--- config.mk ---
export PLATFORM = sky130hd
export DESIGN_NAME = snap_counter64
export DESIGN_NICKNAME = d
export VERILOG_FILES = /design/src/rtl/snap_cnt_pkg.sv /design/src/rtl/snap_cnt_ctrl.sv /design/src/rtl/snap_cnt_core.sv /design/src/rtl/snap_cnt_hold.sv /design/src/rtl/snap_counter64.sv
export SDC_FILE = /design/constraint.sdc
export NUM_CORES = 1
export LEC_CHECK = 0
export BUFFER_PORTS_ARGS = -buffer_cell sky130_fd_sc_hd__buf_4
export CAP_MARGIN = 10
export CORE_UTILIZATION = 45
export CTS_CLUSTER_SIZE = 8
export DETAILED_ROUTE_END_ITERATION = 8
export PLACE_DENSITY = 0.71
export SLEW_MARGIN = 0
export SYNTH_ARGS = -nofsm -noshare
export SYNTH_HDL_FRONTEND = slang
export SYNTH_SLANG_ARGS = --single-unit
--- constraint.sdc ---
create_clock -name clk -period 5.15 [get_ports clk]
set_clock_uncertainty 0.05 [all_clocks]
set_input_delay 0.2575 -clock clk [delete_from_list [all_inputs] [get_ports clk]]
set_output_delay 0.2575 -clock clk [all_outputs]
set_load 0.05 [all_outputs]
--- src/rtl/snap_cnt_pkg.sv ---
package snap_cnt_pkg;
  localparam int unsigned CTRL_CLR_BIT   = 0;
  localparam int unsigned CTRL_LATCH_BIT = 1;
  localparam int unsigned CTRL_SRC_BIT   = 2;
  localparam int unsigned CTRL_BITS      = 3;

  typedef struct packed {
    logic src;
    logic latch;
    logic clr;
  } ctrl_cmd_t;
endpackage

--- src/rtl/snap_cnt_ctrl.sv ---
module snap_cnt_ctrl
  import snap_cnt_pkg::*;
#(
  parameter int unsigned LATCH_DLY = 2
) (
  input  logic      clk,
  input  logic      rst_n,
  input  logic      wr_ctrl,
  input  ctrl_cmd_t cmd,
  output logic      src_sel,
  output logic      busy,
  output logic      clr_pend,
  output logic      snap_go
);
  localparam int unsigned WAIT_W = (LATCH_DLY < 1) ? 1 : $clog2(LATCH_DLY + 1);
  localparam logic [WAIT_W-1:0] WAIT_END = WAIT_W'(LATCH_DLY);

  logic              src_q, src_d;
  logic              busy_q, busy_d;
  logic              clr_q, clr_d;
  logic [WAIT_W-1:0] wcnt_q, wcnt_d;

  always_comb begin
    src_d  = src_q;
    busy_d = busy_q;
    wcnt_d = wcnt_q;
    clr_d  = wr_ctrl && cmd.clr;
    if (wr_ctrl) src_d = cmd.src;
    if (busy_q) begin
      if (wcnt_q == WAIT_END) begin
        busy_d = 1'b0;
        wcnt_d = '0;
      end else begin
        wcnt_d = wcnt_q + 1'b1;
      end
    end else if (wr_ctrl && cmd.latch) begin
      busy_d = 1'b1;
      wcnt_d = '0;
    end
  end

  always_ff @(posedge clk or negedge rst_n) begin
    if (!rst_n) begin
      src_q  <= 1'b0;
      busy_q <= 1'b0;
      clr_q  <= 1'b0;
      wcnt_q <= '0;
    end else begin
      src_q  <= src_d;
      busy_q <= busy_d;
      clr_q  <= clr_d;
      wcnt_q <= wcnt_d;
    end
  end

  assign src_sel  = src_q;
  assign busy     = busy_q;
  assign clr_pend = clr_q;
  assign snap_go  = busy_q && (wcnt_q == '0);


  busy_start_chk: assert property (@(posedge clk) disable iff (!rst_n)
    $rose(busy_q) |-> $past(wr_ctrl && cmd.latch));

  busy_len_chk: assert property (@(posedge clk) disable iff (!rst_n)
    $fell(busy_q) |-> $past(wcnt_q) == WAIT_END);

  busy_hold_chk: assert property (@(posedge clk) disable iff (!rst_n)
    (busy_q && wcnt_q != WAIT_END) |=> busy_q);

  clr_once_chk: assert property (@(posedge clk) disable iff (!rst_n)
    clr_q |=> (!clr_q || $past(wr_ctrl)));
endmodule

--- src/rtl/snap_cnt_core.sv ---
module snap_cnt_core #(
  parameter int unsigned    CNT_W     = 64,
  parameter int unsigned    SEG_W     = 16,
  parameter logic [CNT_W-1:0] RST_COUNT = '0
) (
  input  logic             clk,
  input  logic             rst_n,
  input  logic             tick_pri,
  input  logic             tick_alt,
  input  logic             src_sel,
  input  logic             clr_go,
  output logic [CNT_W-1:0] cnt_q
);
  localparam int unsigned NSEG = CNT_W / SEG_W;

  logic            tick_sel;
  logic [NSEG-1:0] carry;

  assign tick_sel = src_sel ? tick_alt : tick_pri;
  assign carry[0] = tick_sel;

  for (genvar i = 0; i < NSEG; i++) begin : g_seg
    logic [SEG_W-1:0] seg_q, seg_d;

    always_comb begin
      if (clr_go)        seg_d = '0;
      else if (carry[i]) seg_d = seg_q + 1'b1;
      else               seg_d = seg_q;
    end

    always_ff @(posedge clk or negedge rst_n) begin
      if (!rst_n) seg_q <= RST_COUNT[i*SEG_W +: SEG_W];
      else        seg_q <= seg_d;
    end

    assign cnt_q[i*SEG_W +: SEG_W] = seg_q;

    if (i + 1 < NSEG) begin : g_carry
      assign carry[i+1] = carry[i] & (&seg_q);
    end
  end


  clr_zero_chk: assert property (@(posedge clk) disable iff (!rst_n)
    clr_go |=> cnt_q == '0);

  idle_hold_chk: assert property (@(posedge clk) disable iff (!rst_n)
    (!clr_go && !tick_sel) |=> $stable(cnt_q));

  step_one_chk: assert property (@(posedge clk) disable iff (!rst_n)
    (!clr_go && tick_sel) |=> cnt_q == $past(cnt_q) + 1'b1);
endmodule

--- src/rtl/snap_cnt_hold.sv ---
module snap_cnt_hold #(
  parameter int unsigned      CNT_W     = 64,
  parameter int unsigned      DATA_W    = 32,
  parameter int unsigned      ADDR_W    = 8,
  parameter logic [ADDR_W-1:0] ADDR_CTRL = 8'hA0,
  parameter logic [ADDR_W-1:0] ADDR_LO   = 8'hA4,
  parameter logic [ADDR_W-1:0] ADDR_HI   = 8'hA8
) (
  input  logic              clk,
  input  logic              rst_n,
  input  logic              snap_go,
  input  logic [CNT_W-1:0]  cnt_in,
  input  logic [ADDR_W-1:0] reg_addr,
  input  logic [DATA_W-1:0] ctrl_view,
  output logic [DATA_W-1:0] rdata
);
  logic [CNT_W-1:0] hold_q, hold_d;

  always_comb begin
    hold_d = hold_q;
    if (snap_go) hold_d = cnt_in;
  end

  always_ff @(posedge clk or negedge rst_n) begin
    if (!rst_n) hold_q <= '0;
    else        hold_q <= hold_d;
  end

  always_comb begin
    unique case (reg_addr)
      ADDR_CTRL: rdata = ctrl_view;
      ADDR_LO:   rdata = hold_q[DATA_W-1:0];
      ADDR_HI:   rdata = hold_q[CNT_W-1 -: DATA_W];
      default:   rdata = '0;
    endcase
  end


  snap_copy_chk: assert property (@(posedge clk) disable iff (!rst_n)
    snap_go |=> hold_q == $past(cnt_in));

  hold_keep_chk: assert property (@(posedge clk) disable iff (!rst_n)
    !snap_go |=> $stable(hold_q));
endmodule

--- src/rtl/snap_counter64.sv ---
module snap_counter64
  import snap_cnt_pkg::*;
#(
  parameter int unsigned       CNT_W     = 64,
  parameter int unsigned       DATA_W    = 32,
  parameter int unsigned       ADDR_W    = 8,
  parameter int unsigned       SEG_W     = 16,
  parameter int unsigned       LATCH_DLY = 2,
  parameter logic [ADDR_W-1:0] ADDR_CTRL = 8'hA0,
  parameter logic [ADDR_W-1:0] ADDR_LO   = 8'hA4,
  parameter logic [ADDR_W-1:0] ADDR_HI   = 8'hA8,
  parameter logic [CNT_W-1:0]  RST_COUNT = '0
) (
  input  logic              clk,
  input  logic              rst_n,
  input  logic              tick_pri,
  input  logic              tick_alt,
  input  logic              reg_we,
  input  logic [ADDR_W-1:0] reg_addr,
  input  logic [DATA_W-1:0] reg_wdata,
  output logic [DATA_W-1:0] reg_rdata
);
  logic [1:0]        rst_sync_q;
  logic              rst_sync_n;
  logic              wr_ctrl;
  ctrl_cmd_t         cmd;
  logic              src_sel, busy, clr_pend, snap_go;
  logic [CNT_W-1:0]  cnt;
  logic [DATA_W-1:0] ctrl_view;
  logic              unused_wdata;

  always_ff @(posedge clk or negedge rst_n) begin
    if (!rst_n) rst_sync_q <= '0;
    else        rst_sync_q <= {rst_sync_q[0], 1'b1};
  end
  assign rst_sync_n = rst_sync_q[1];

  assign wr_ctrl      = reg_we && (reg_addr == ADDR_CTRL);
  assign cmd          = '{src:   reg_wdata[CTRL_SRC_BIT],
                          latch: reg_wdata[CTRL_LATCH_BIT],
                          clr:   reg_wdata[CTRL_CLR_BIT]};
  assign unused_wdata = ^reg_wdata[DATA_W-1:CTRL_BITS];
  assign ctrl_view    = DATA_W'({src_sel, busy, clr_pend});

  snap_cnt_ctrl #(.LATCH_DLY(LATCH_DLY)) u_ctrl (
    .clk      (clk),
    .rst_n    (rst_sync_n),
    .wr_ctrl  (wr_ctrl),
    .cmd      (cmd),
    .src_sel  (src_sel),
    .busy     (busy),
    .clr_pend (clr_pend),
    .snap_go  (snap_go)
  );

  snap_cnt_core #(.CNT_W(CNT_W), .SEG_W(SEG_W), .RST_COUNT(RST_COUNT)) u_core (
    .clk      (clk),
    .rst_n    (rst_sync_n),
    .tick_pri (tick_pri),
    .tick_alt (tick_alt),
    .src_sel  (src_sel),
    .clr_go   (clr_pend),
    .cnt_q    (cnt)
  );

  snap_cnt_hold #(
    .CNT_W(CNT_W), .DATA_W(DATA_W), .ADDR_W(ADDR_W),
    .ADDR_CTRL(ADDR_CTRL), .ADDR_LO(ADDR_LO), .ADDR_HI(ADDR_HI)
  ) u_hold (
    .clk       (clk),
    .rst_n     (rst_sync_n),
    .snap_go   (snap_go),
    .cnt_in    (cnt),
    .reg_addr  (reg_addr),
    .ctrl_view (ctrl_view),
    .rdata     (reg_rdata)
  );


  ctrl_read_chk: assert property (@(posedge clk) disable iff (!rst_sync_n)
    (reg_addr == ADDR_CTRL) |-> reg_rdata[DATA_W-1:CTRL_BITS] == '0);
endmodule

==> results of run 1 <==
## final cells by class
type | instances | area [um^2] | share of cell area (%)
Timing Repair Buffer | 55 | 418 | 5.57
Multi-Input combinational cell | 396 | 2880 | 38.4
Clock inverter | 12 | 129 | 1.72
Sequential cell | 135 | 3380 | 45.1
Inverter | 6 | 22.5 | 0.300
Clock buffer | 20 | 447 | 5.95
Tap cell | 180 | 225 | 3.00
## synth_stat cells
cell type,n
dfrtp_1,135
mux2_2,66
nor2_1,45
a21oi_1,34
a22o_1,29
nand2_1,28
clkbuf_1,26
nand3_1,23
xnor2_1,21
or4_1,18
nand4_1,17
o31ai_1,16
o21ai_0,13
or3_1,12
nor4_1,11
xor2_1,10
inv_1,6
mux2i_1,6
nor3_1,6
and3_1,5
and4_1,4
ha_1,4
nor2b_1,4
or2_2,4
buf_2,3
nor4_2,3
nor4b_1,3
nor3b_1,2
nor4_4,2
a21o_1,1
a31oi_1,1
and2_1,1
buf_1,1
conb_1,1
mux2_1,1
nand3b_1,1
nand4_2,1
nand4_4,1
o22a_1,1
or4b_1,1
## worst max-delay path, stage by stage, from the launching register on
cell and delay (ns):
dfrtp_1 0.43, nand4_1 0.55, nor4_4 0.62, nand3_1 0.12, buf_4 0.27, or4_1 0.55
a21oi_1 0.15
## final timing paths
kind,startpoint,endpoint,depth (start not counted)
max,u_core.g_seg[0].seg_q[12],u_core.g_seg[2].seg_q[11],6
min in group asynchronous,rst_n,rst_sync_q[1],2
max reg2reg,u_core.g_seg[0].seg_q[12],u_core.g_seg[2].seg_q[11],6
max in group asynchronous,rst_sync_q[1],u_hold.hold_q[62],1
min,reg_wdata[2],u_ctrl.src_sel,2
min reg2reg,rst_sync_q[0],rst_sync_q[1],0
## per-stage QoR
| step | hold slack (ns) | instance area [um^2] | cells | worst slack (ns) |
|---|---|---|---|---|
| 3_3_place_gp | -0.00990 | 6910 | 770 | 2.38 |
| 6_report | 0.0142 | 7510 | 804 | 2.30 |
| 5_1_grt | 0.00919 | 7510 | 804 | 2.05 |
| 4_1_cts | 0.00243 | 7510 | 804 | 2.32 |
| 3_5_place_dp | -0.00772 | 6910 | 770 | 2.31 |
| 2_1_floorplan | -0.0881 | 6390 | 567 | 1.06 |
## power groups by stage
| stage | registers [uW] | logic [uW] | clock network, uW |
|---|---|---|---|
| floorplan | 1200 | 109 | 0 |
| global placement | 1200 | 150 | 0 |
| detailed placement | 1200 | 158 | 0 |
| CTS | 1190 | 162 | 1200 |
| global route | 1190 | 180 | 1240 |
| finish | 1190 | 160 | 1180 |
## layer usage
metal,vias up,share of wire (%),track usage [%]
met1,2335,46,27.4
met5,-,0,0
met2,101,49,32.5
met4,0,2.1,9.72
li1,2187,-,-
met3,24,3.2,3.99
## sequential cells by signal, summed over array words and instances (netlist names)
signal,flops
u_ctrl.busy,1
u_hold.hold_q,64
u_ctrl.src_sel,1
rst_sync_q,2
u_ctrl.clr_pend,1
u_ctrl.wcnt_q,2
u_core.g_seg.seg_q,64
## logic make-up after synthesis
logic type	Yosys count	synth area share, %
simple gates	192	17.2
flops	135	52.9
compound gates	95	9.89
mux	73	12.7
buf+inv	36	2.17
xor+xnor	31	4.25
fa+ha+maj	4	0.783
other cells	1	0.0587
## what timing repair did
action / 4_1_cts / 5_1_grt
hold buffers: 2 / 0
hold endpoints to repair: 3 / 0
endpoints found under the setup margin: 0 / 0
==> metrics.txt, run 1 <==
RSZ-0062 raised after global routing=false; Cell Int Power=1920 uW; crit path launch type=flop; Synth Register Bits=135; DR vias=approximately 4,600; initial core utilization=46.0%; Synth Area per Inst=~11 um^2; CTS buffer count=17; most common cell after layout, fill and taps aside=dfrtp_1; number of H-tree levels=4; Slew Viols, Final=0; FILL cells=1,140; postcts setup bufs=0; row count=43; Root Buffer=clkbuf_16; Net Sw Power=604 uW; clock network power share=46.7%; CP Capture Type=flop; Worst Hold Class=in -> reg; Ant. Diodes=0; sequential fraction of the synthesis area=52.9%; first-pass GRT wire length=23,100 um; critical path class=reg -> reg; Slew @ Worst Pin=1.10 ns; die height=121 um; CTS tree=built; Tmin final=about 2.8 ns; post-CTS sizing=0; vias per cell=around 5.8; vias in the first global route=~4,600; final hold violation count=0; CTS Sinks=approximately 140; Netlist cell types=40; most area-consuming cells after synthesis=dfrtp_1, mux2_2, a22o_1; layout cells sized above 1=26.4%; Mapped Area=6390 um^2; post-layout util=54.1%; Combinational Power Share=6.3%; I/O pins=77; endpoints failing setup=0; most frequent cells in the layout=dfrtp_1, mux2_2, buf_4, nor2_1, a21oi_1; total power=2530 uW; maximum vdd drop=between 200 and 250 uV; remaining global-route overflow=0; GRT Overall Usage=20.6%; arrival time at the worst endpoint=3.14 ns; port buffer count=47; worst skew pair latency=0.43 ns; CTS Buffer Depth=2; Max FO, Critical Path=39; FF-to-FF setup slack=2.30 ns; post-synthesis instance total=567; remaining antenna violation count after routing=0; setup_tns=0 ns; initial antenna violation count=0; Clk pin slew, worst setup/hold paths=0.06 ns; Initial DRC Count=~450; Synth area leader=dfrtp_1; DP HPWL=9290 um; Routed WL=14,000 um; Pwr Density=336 nW/um^2; width of the die=121 um; Syn Nets=616; Synth top area share=a little over half; pin count of the biggest net entering global routing=80; post-layout net count=660; worst path required time=5.45 ns; Core ar.=between 10,000 and 15,000 um^2; outcome=finished clean; Final period util=55.3%; Synth warnings=0; Layout area overhead=17.5%; Lkg Pwr=0.00337 uW; DRC Markers=0; DRT Pass-1 Iters=5; Slew headroom=around a quarter; DR WL/cell=17.4 um; die area=14,700 um^2; switching share of power=23.9%; max_cap viols=0; fmax=351 MHz; GPL Wtd Cong=0.784; share of power burned in registers=between 40% and 50%
(Power assumes the default switching activity.)
==> run 2: changes to the inputs <==
--- a/config.mk
+++ b/config.mk
@@ -5,6 +5,7 @@
 export SDC_FILE = /design/constraint.sdc
 export NUM_CORES = 1
 export LEC_CHECK = 0
+export ABC_AREA = 1
 export BUFFER_PORTS_ARGS = -buffer_cell sky130_fd_sc_hd__buf_4
 export CAP_MARGIN = 10
 export CORE_UTILIZATION = 45
==> constraint.sdc (replaced) <==
create_clock -name clk -period 2.7 [get_ports clk]
set_clock_uncertainty 0.05 [all_clocks]
set_input_delay 0.135 -clock clk [delete_from_list [all_inputs] [get_ports clk]]
set_output_delay 0.135 -clock clk [all_outputs]
set_load 0.05 [all_outputs]
==> run 2 against run 1 <==
Against the previous run:
- sequential share of layout area decreased by 4.4 points
- maximum frequency increased by 49%
- synthesized area increased by 11%
- utilization increased by 0.28 points
- global-route usage increased by 1.3 points
- hold slack improved by 0.025 ns
- wire length increased by 18%
- setup slack got worse by 1.5 ns
- via count increased by 31%
- clock power increased by 92%
- largest power group is now clock
==> metrics.txt, run 2 <==
Lkg Pwr=0.00401 uW; Synth top area share=47.6%; DRT Pass-1 Iters=5; post-CTS sizing=0; GRT Overall Usage=between 20% and 30%; clock network power share=between 40% and 50%; Mapped Area=slightly above 7000 um^2; setup_tns=0 ns; most frequent cells in the layout=nand2_1, dfrtp_1, nor2_1, o21ai_0, nand3_1; Core ar.=15,300 um^2; worst hold start=reg_wdata[1]; register area=3380 um^2; postcts setup bufs=0; cell family with the largest share of critical-path delay=simple AND/OR/NAND/NOR gates; worst path required time=~3.0 ns; Netlist cell types=35; die area=16,300 um^2; layout cells sized above 1=14.2%; Net Sw Power=1100 uW; I/O pins=77; fmax=524 MHz; slowest CP cell=dfrtp_1; initial core utilization=46.3%; hold-fix buffers at CTS=6; vias per cell=approximately 5.1; Slew @ Worst Pin=approximately 0.50 ns; FF-to-FF setup slack=0.79 ns; CP Capture Type=flop; sequential fraction of the synthesis area=47.6%; largest stage delay on the critical path=0.43 ns; Slew Viols, Final=0; DR vias=6,081; share of power burned in registers=46.6%; worst skew pair latency=0.42 ns; Non-Filler Instances=approximately 1,200; Final period util=70.6%; Root Buffer=clkbuf_16; maximum vdd drop=slightly below 500 uV; number of H-tree levels=4; Reg2Reg Depth=8; Synth Area per Inst=7.76 um^2; Max FO, Critical Path=16; Routed WL=approximately 17,000 um; post-synthesis instance total=914; DP HPWL=11,600 um; Synth Flop Type=dfrtp_1; Synth warnings=0; area occupied by multi-input gates=between 3000 and 4000 um^2; Clk pin slew, worst setup/hold paths=0.06 ns; most area-consuming cells after synthesis=dfrtp_1, nand2_1, o21ai_0; initial antenna violation count=0; Commonest cells post-synth=nand2_1, dfrtp_1, nor2_1; count leader, synth=nand2_1; first-pass GRT wire length=27,900 um; final hold violation count=0; CTS buffer count=17; CTS tree=built; Layout area overhead=17.3%; port buffer count=47; pin count of the biggest net entering global routing=60; DR WL/cell=~14 um; ys async rst share=100%; hold path depth=3; Tmin final=between 1.5 and 2 ns; crit path launch type=flop; Synth area leader=dfrtp_1; endpoint of the worst hold path=u_ctrl.busy; remaining global-route overflow=0; vias in the first global route=5,731; Synth Register Bits=around 140; RR Startpoint=u_core.g_seg[2].seg_q[1]; DRC Markers=0; max_cap viols=0; RSZ-0062 raised after global routing=false; Slew headroom=66.3%; FILL cells=1,443; CTS Buffer Depth=2; Post-synth EDFFs=0; most common cell after layout, fill and taps aside=nand2_1; worst path cell trace=ha_1, nand3_2, nor2_4, nand3_1, nor2_2, nand3_4, nand3_1, nand2_1; Cell Int Power=3670 uW; Pwr Density=573 nW/um^2; width of the die=approximately 130 um; arrival time at the worst endpoint=2.16 ns; critical path buffer and inverter count=0; Worst Hold Class=in -> reg; switching share of power=23.2%; outcome=finished clean; biggest registers after layout=u_core.g_seg.seg_q x64, u_hold.hold_q x64; GPL Wtd Cong=0.874; remaining antenna violation count after routing=0; endpoints failing setup=0; Initial DRC Count=481; Syn Nets=963; Ant. Diodes=0; CP most frequent cell=nand3_1; CTS Sinks=135; post-layout net count=slightly above 1,000; # placed instances=approximately 1,200; worst reg2reg path endpoint=u_core.g_seg[3].seg_q[0]; die height=128 um; critical path class=reg -> reg; row count=45; Combinational Power Share=~6%
[run 2: cell types whose count changed after synthesis, moves of 12 or more]
cell and change:
or4_1 -18, nor2_1 +39, o31ai_1 -16, a22o_1 -29
o21ai_0 +67, mux2_2 -53, xnor2_1 -21, nand2_1 +264
or3_1 -12, inv_1 +71, clkbuf_1 -12, a21oi_1 -17
nand3_1 +56
[run 2: through the flow]
step / hold slack [ns] / instance area, um^2 / total power [uW] / util, % / worst slack, ns
after global placement: -0.131 / 7690 / 2530 / 50.2 / 0.840
after detailed placement: -0.132 / 7690 / 2550 / 50.2 / 0.797
after CTS: 0.0326 / 8330 / 4810 / 54.4 / 0.772
final: 0.0392 / 8330 / 4770 / 54.4 / 0.792
after global routing: 0.0642 / 8330 / 4970 / 54.4 / 0.615
after floorplan: -0.211 / 7100 / 2440 / - / 0.405
[run 2: how the worst max path moves through the flow]
stage | slack (ns) | depth (start not counted) | endpoint | start
after CTS | 0.77 | 9 | u_core.g_seg[3].seg_q[12] | u_ctrl.src_sel
after detailed placement | 0.80 | 9 | u_core.g_seg[3].seg_q[12] | u_ctrl.src_sel
after global routing | 0.61 | 8 | u_core.g_seg[3].seg_q[2] | u_core.g_seg[2].seg_q[1]
after global placement | 0.84 | 9 | u_core.g_seg[3].seg_q[12] | u_ctrl.src_sel
final | 0.79 | 8 | u_core.g_seg[3].seg_q[0] | u_core.g_seg[2].seg_q[1]
after floorplan | 0.41 | 0 | u_core.g_seg[0].seg_q[0] | rst_sync_q[1]
[run 2: power groups by stage]
| stage | combinational, uW | clock [uW] | sequential [uW] |
|---|---|---|---|
| 6_report | 289 | 2260 | 2220 |
| 3_3_place_gp | 279 | 0 | 2250 |
| 5_1_grt | 336 | 2400 | 2240 |
| 3_5_place_dp | 286 | 0 | 2260 |
| 2_1_floorplan | 181 | 0 | 2250 |
| 4_1_cts | 293 | 2300 | 2220 |
[run 2: worst register-to-register path, delay by kind of cell (launching register included)]
family / cells / cell delay, ns
fa+ha+maj: 1 / 0.30
flops: 1 / 0.43
simple gates: 7 / 1.03
[run 2: routing by layer]
layer / up-vias / global-route usage (%) / part of all wire, %
met5: - / 0 / 0
met4: 0 / 5.12 / 0.52
met3: 7 / 4.82 / 4.6
met2: 139 / 35.1 / 47
met1: 2887 / 30.4 / 48
li1: 3048 / - / -
[run 2: cell families (layout without fill, tap and decap cells)]
logic type	Yosys count	count (layout)	synth area share [%]
AND/OR/NAND/NOR	527	527	33.4
multiplexers	13	13	2.06
AO/OA/AOI/OAI	109	109	7.81
buffers and inverters	111	174	6.61
flip-flops	135	135	47.6
XOR/XNOR	14	14	1.73
adder cells (fa/ha/maj)	4	4	0.705
other	1	1	0.0528
[run 2: layout make-up]
type                    count  area share, %
clock buffers              24           5.79
clock inverters             8           1.16
inverters                  79           3.56
multi-input cells         668           39.2
flip-flops and latches    135           40.6
well taps                 211           3.17
repair buffers             63           6.46
==> run 3: changes to the inputs <==
--- a/config.mk
+++ b/config.mk
@@ -5,7 +5,7 @@
 export SDC_FILE = /design/constraint.sdc
 export NUM_CORES = 1
 export LEC_CHECK = 0
-export ABC_AREA = 1
+export ABC_AREA = 0
 export BUFFER_PORTS_ARGS = -buffer_cell sky130_fd_sc_hd__buf_4
 export CAP_MARGIN = 10
 export CORE_UTILIZATION = 45
==> constraint.sdc (replaced) <==
create_clock -name clk -period 1.9 [get_ports clk]
set_clock_uncertainty 0.05 [all_clocks]
set_input_delay 0.095 -clock clk [delete_from_list [all_inputs] [get_ports clk]]
set_output_delay 0.095 -clock clk [all_outputs]
set_load 0.05 [all_outputs]
==> run 3 against run 2 <==
Against the previous run:
- the run now ends with negative setup slack left
- utilization is 9.3 points higher
- sequential share of layout area down 2.4 points
- largest cell class unchanged
- combinational power up 150%
==> metrics.txt, run 3 (synthesized netlist as in run 1, its figures left out) <==
DP Worst Slack=-0.282 ns; endpoints failing setup=45; number of H-tree levels=4; Setup WS post-layout=-0.295 ns; CTS Buffer Depth=2; RSZ-0062 raised after global routing=true; post-layout net count=768; initial antenna violation count=0; vias in the first global route=5,064; layout cells sized above 1=43.4%; Max FO, Critical Path=4; maximum vdd drop=just under 700 uV; most frequent cells in the layout=buf_4, dfrtp_1, mux2_2, nor2_1, a21oi_1; crit path launch type=flop; critical path class=reg -> reg; FF-to-FF setup slack=-0.30 ns; Initial DRC Count=around 410; remaining global-route overflow=0; Cell Int Power=5300 uW; die height=121 um; Root Buffer=clkbuf_16; Worst Hold Class=in -> reg; CP Capture Type=flop; post-route cell area=8840 um^2; die area=14,700 um^2; CTS buffer count=17; Ant. Diodes=0; DR WL/cell=18.3 um; placed inst area=7860 um^2; GRT Overall Usage=23.3%; biggest registers after layout=u_core.g_seg.seg_q x64, u_hold.hold_q x64; CTS Sinks=135; Tmin final=between 2 and 2.5 ns; DRT Pass-1 Iters=5; Routed WL=16,600 um; row count=43; fmax=456 MHz; Final period util=116%; share of power burned in registers=45.7%; Reg2Reg Depth=7; Combinational Power Share=10.4%; initial core utilization=46.0%; cell family with the largest share of critical-path delay=simple AND/OR/NAND/NOR gates; Net Sw Power=roughly 1600 uW; max_cap viols=0; final hold violation count=0; final hold slack=0.0599 ns; critical path buffer and inverter count=1; clock network power share=a little over two fifths; arrival time at the worst endpoint=around 2.5 ns; worst path required time=approximately 2.2 ns; Core ar.=13,900 um^2; DR vias=5,280; CTS tree=built; hold path depth=4; largest stage delay on the critical path=0.40 ns; vias per cell=5.80; worst path cell trace=ha_4, nand2_4, nor4_4, nand4_1, buf_4, or4_1, a21oi_1; switching share of power=23.5%; DP HPWL=10,800 um; pin count of the biggest net entering global routing=roughly 80; Lkg Pwr=0.00423 uW; most common cell after layout, fill and taps aside=buf_4; worst skew pair latency=0.42 ns; Layout area overhead=38.4%; GPL Wtd Cong=about 0.85; outcome=complete, but fails checks; width of the die=121 um; slowest CP cell=or4_1; first-pass GRT wire length=26,000 um; DRC Markers=0; Clk pin slew, worst setup/hold paths=0.05 ns; Slew Viols, Final=0; failing checks=negative setup slack; remaining antenna violation count after routing=0; port buffer count=47; total number of cells along the worst setup path=7; Pwr Density=roughly 780 nW/um^2; I/O pins=77
-- run 3: power groups by stage --
stage / clock network (uW) / logic, uW / registers [uW]
3_3_place_gp: 0 / 617 / 3190
5_1_grt: 3200 / 778 / 3180
4_1_cts: 3070 / 716 / 3170
2_1_floorplan: 0 / 310 / 3250
3_5_place_dp: 0 / 643 / 3200
6_report: 3030 / 722 / 3170
-- run 3: what timing repair did --
action,in CTS,in global routing
endpoints found under the hold margin,5,0
buffers inserted,7,11
setup endpoints to repair,44,78
pin swaps,19,20
hold buffers,6,0
resized for setup,21,25
gates cloned,0,1
-- run 3: metal layers --
layer,global-route usage [%],part of all wire (%),routed length [um],vias up
li1,-,-,-,2409
met1,31.2,44,7290,2713
met2,37.4,51,8420,133
met3,4.42,3.8,624,25
met4,9.18,1.9,310,0
met5,0,0,0,-
-- run 3: tightest hold or removal path: cells and delay by family --
kind	cells	cell delay, ns
compound gates	1	0.07
buf+inv	1	0.09
mux	1	0.12
simple gates	1	0.10
-- run 3: area by class of cell --
class / instances / area, um^2
Sequential cell: 135 / 3380
Multi-Input combinational cell: 396 / 3290
Tap cell: 180 / 225
Clock buffer: 27 / 493
Clock inverter: 4 / 45.0
Timing Repair Buffer: 163 / 1380
Fill cell: 1019 / 5040
Inverter: 6 / 22.5
-- run 3: final timing paths --
kind | start | end
min in group asynchronous | rst_sync_q[1] | u_ctrl.wcnt_q[0]
min reg2reg | rst_sync_q[1] | u_ctrl.wcnt_q[0]
min | tick_pri | u_core.g_seg[0].seg_q[1]
max | u_core.g_seg[2].seg_q[1] | u_core.g_seg[3].seg_q[10]
max reg2reg | u_core.g_seg[2].seg_q[1] | u_core.g_seg[3].seg_q[10]
max in group asynchronous | rst_sync_q[1] | u_hold.hold_q[21]
-- run 3: stage by stage --
| stage | std cells | TNS [ns] | util, % | total power (uW) |
|---|---|---|---|---|
| global placement | 855 | -3.51 | 56.6 | 3810 |
| floorplan | 567 | -2.75 | - | 3560 |
| finish | 911 | -5.48 | 63.7 | 6920 |
| CTS | 899 | -4.75 | 62.1 | 6950 |
| detailed placement | 855 | -5.43 | 56.6 | 3850 |
| global route | 911 | -9.90 | 63.7 | 7160 |
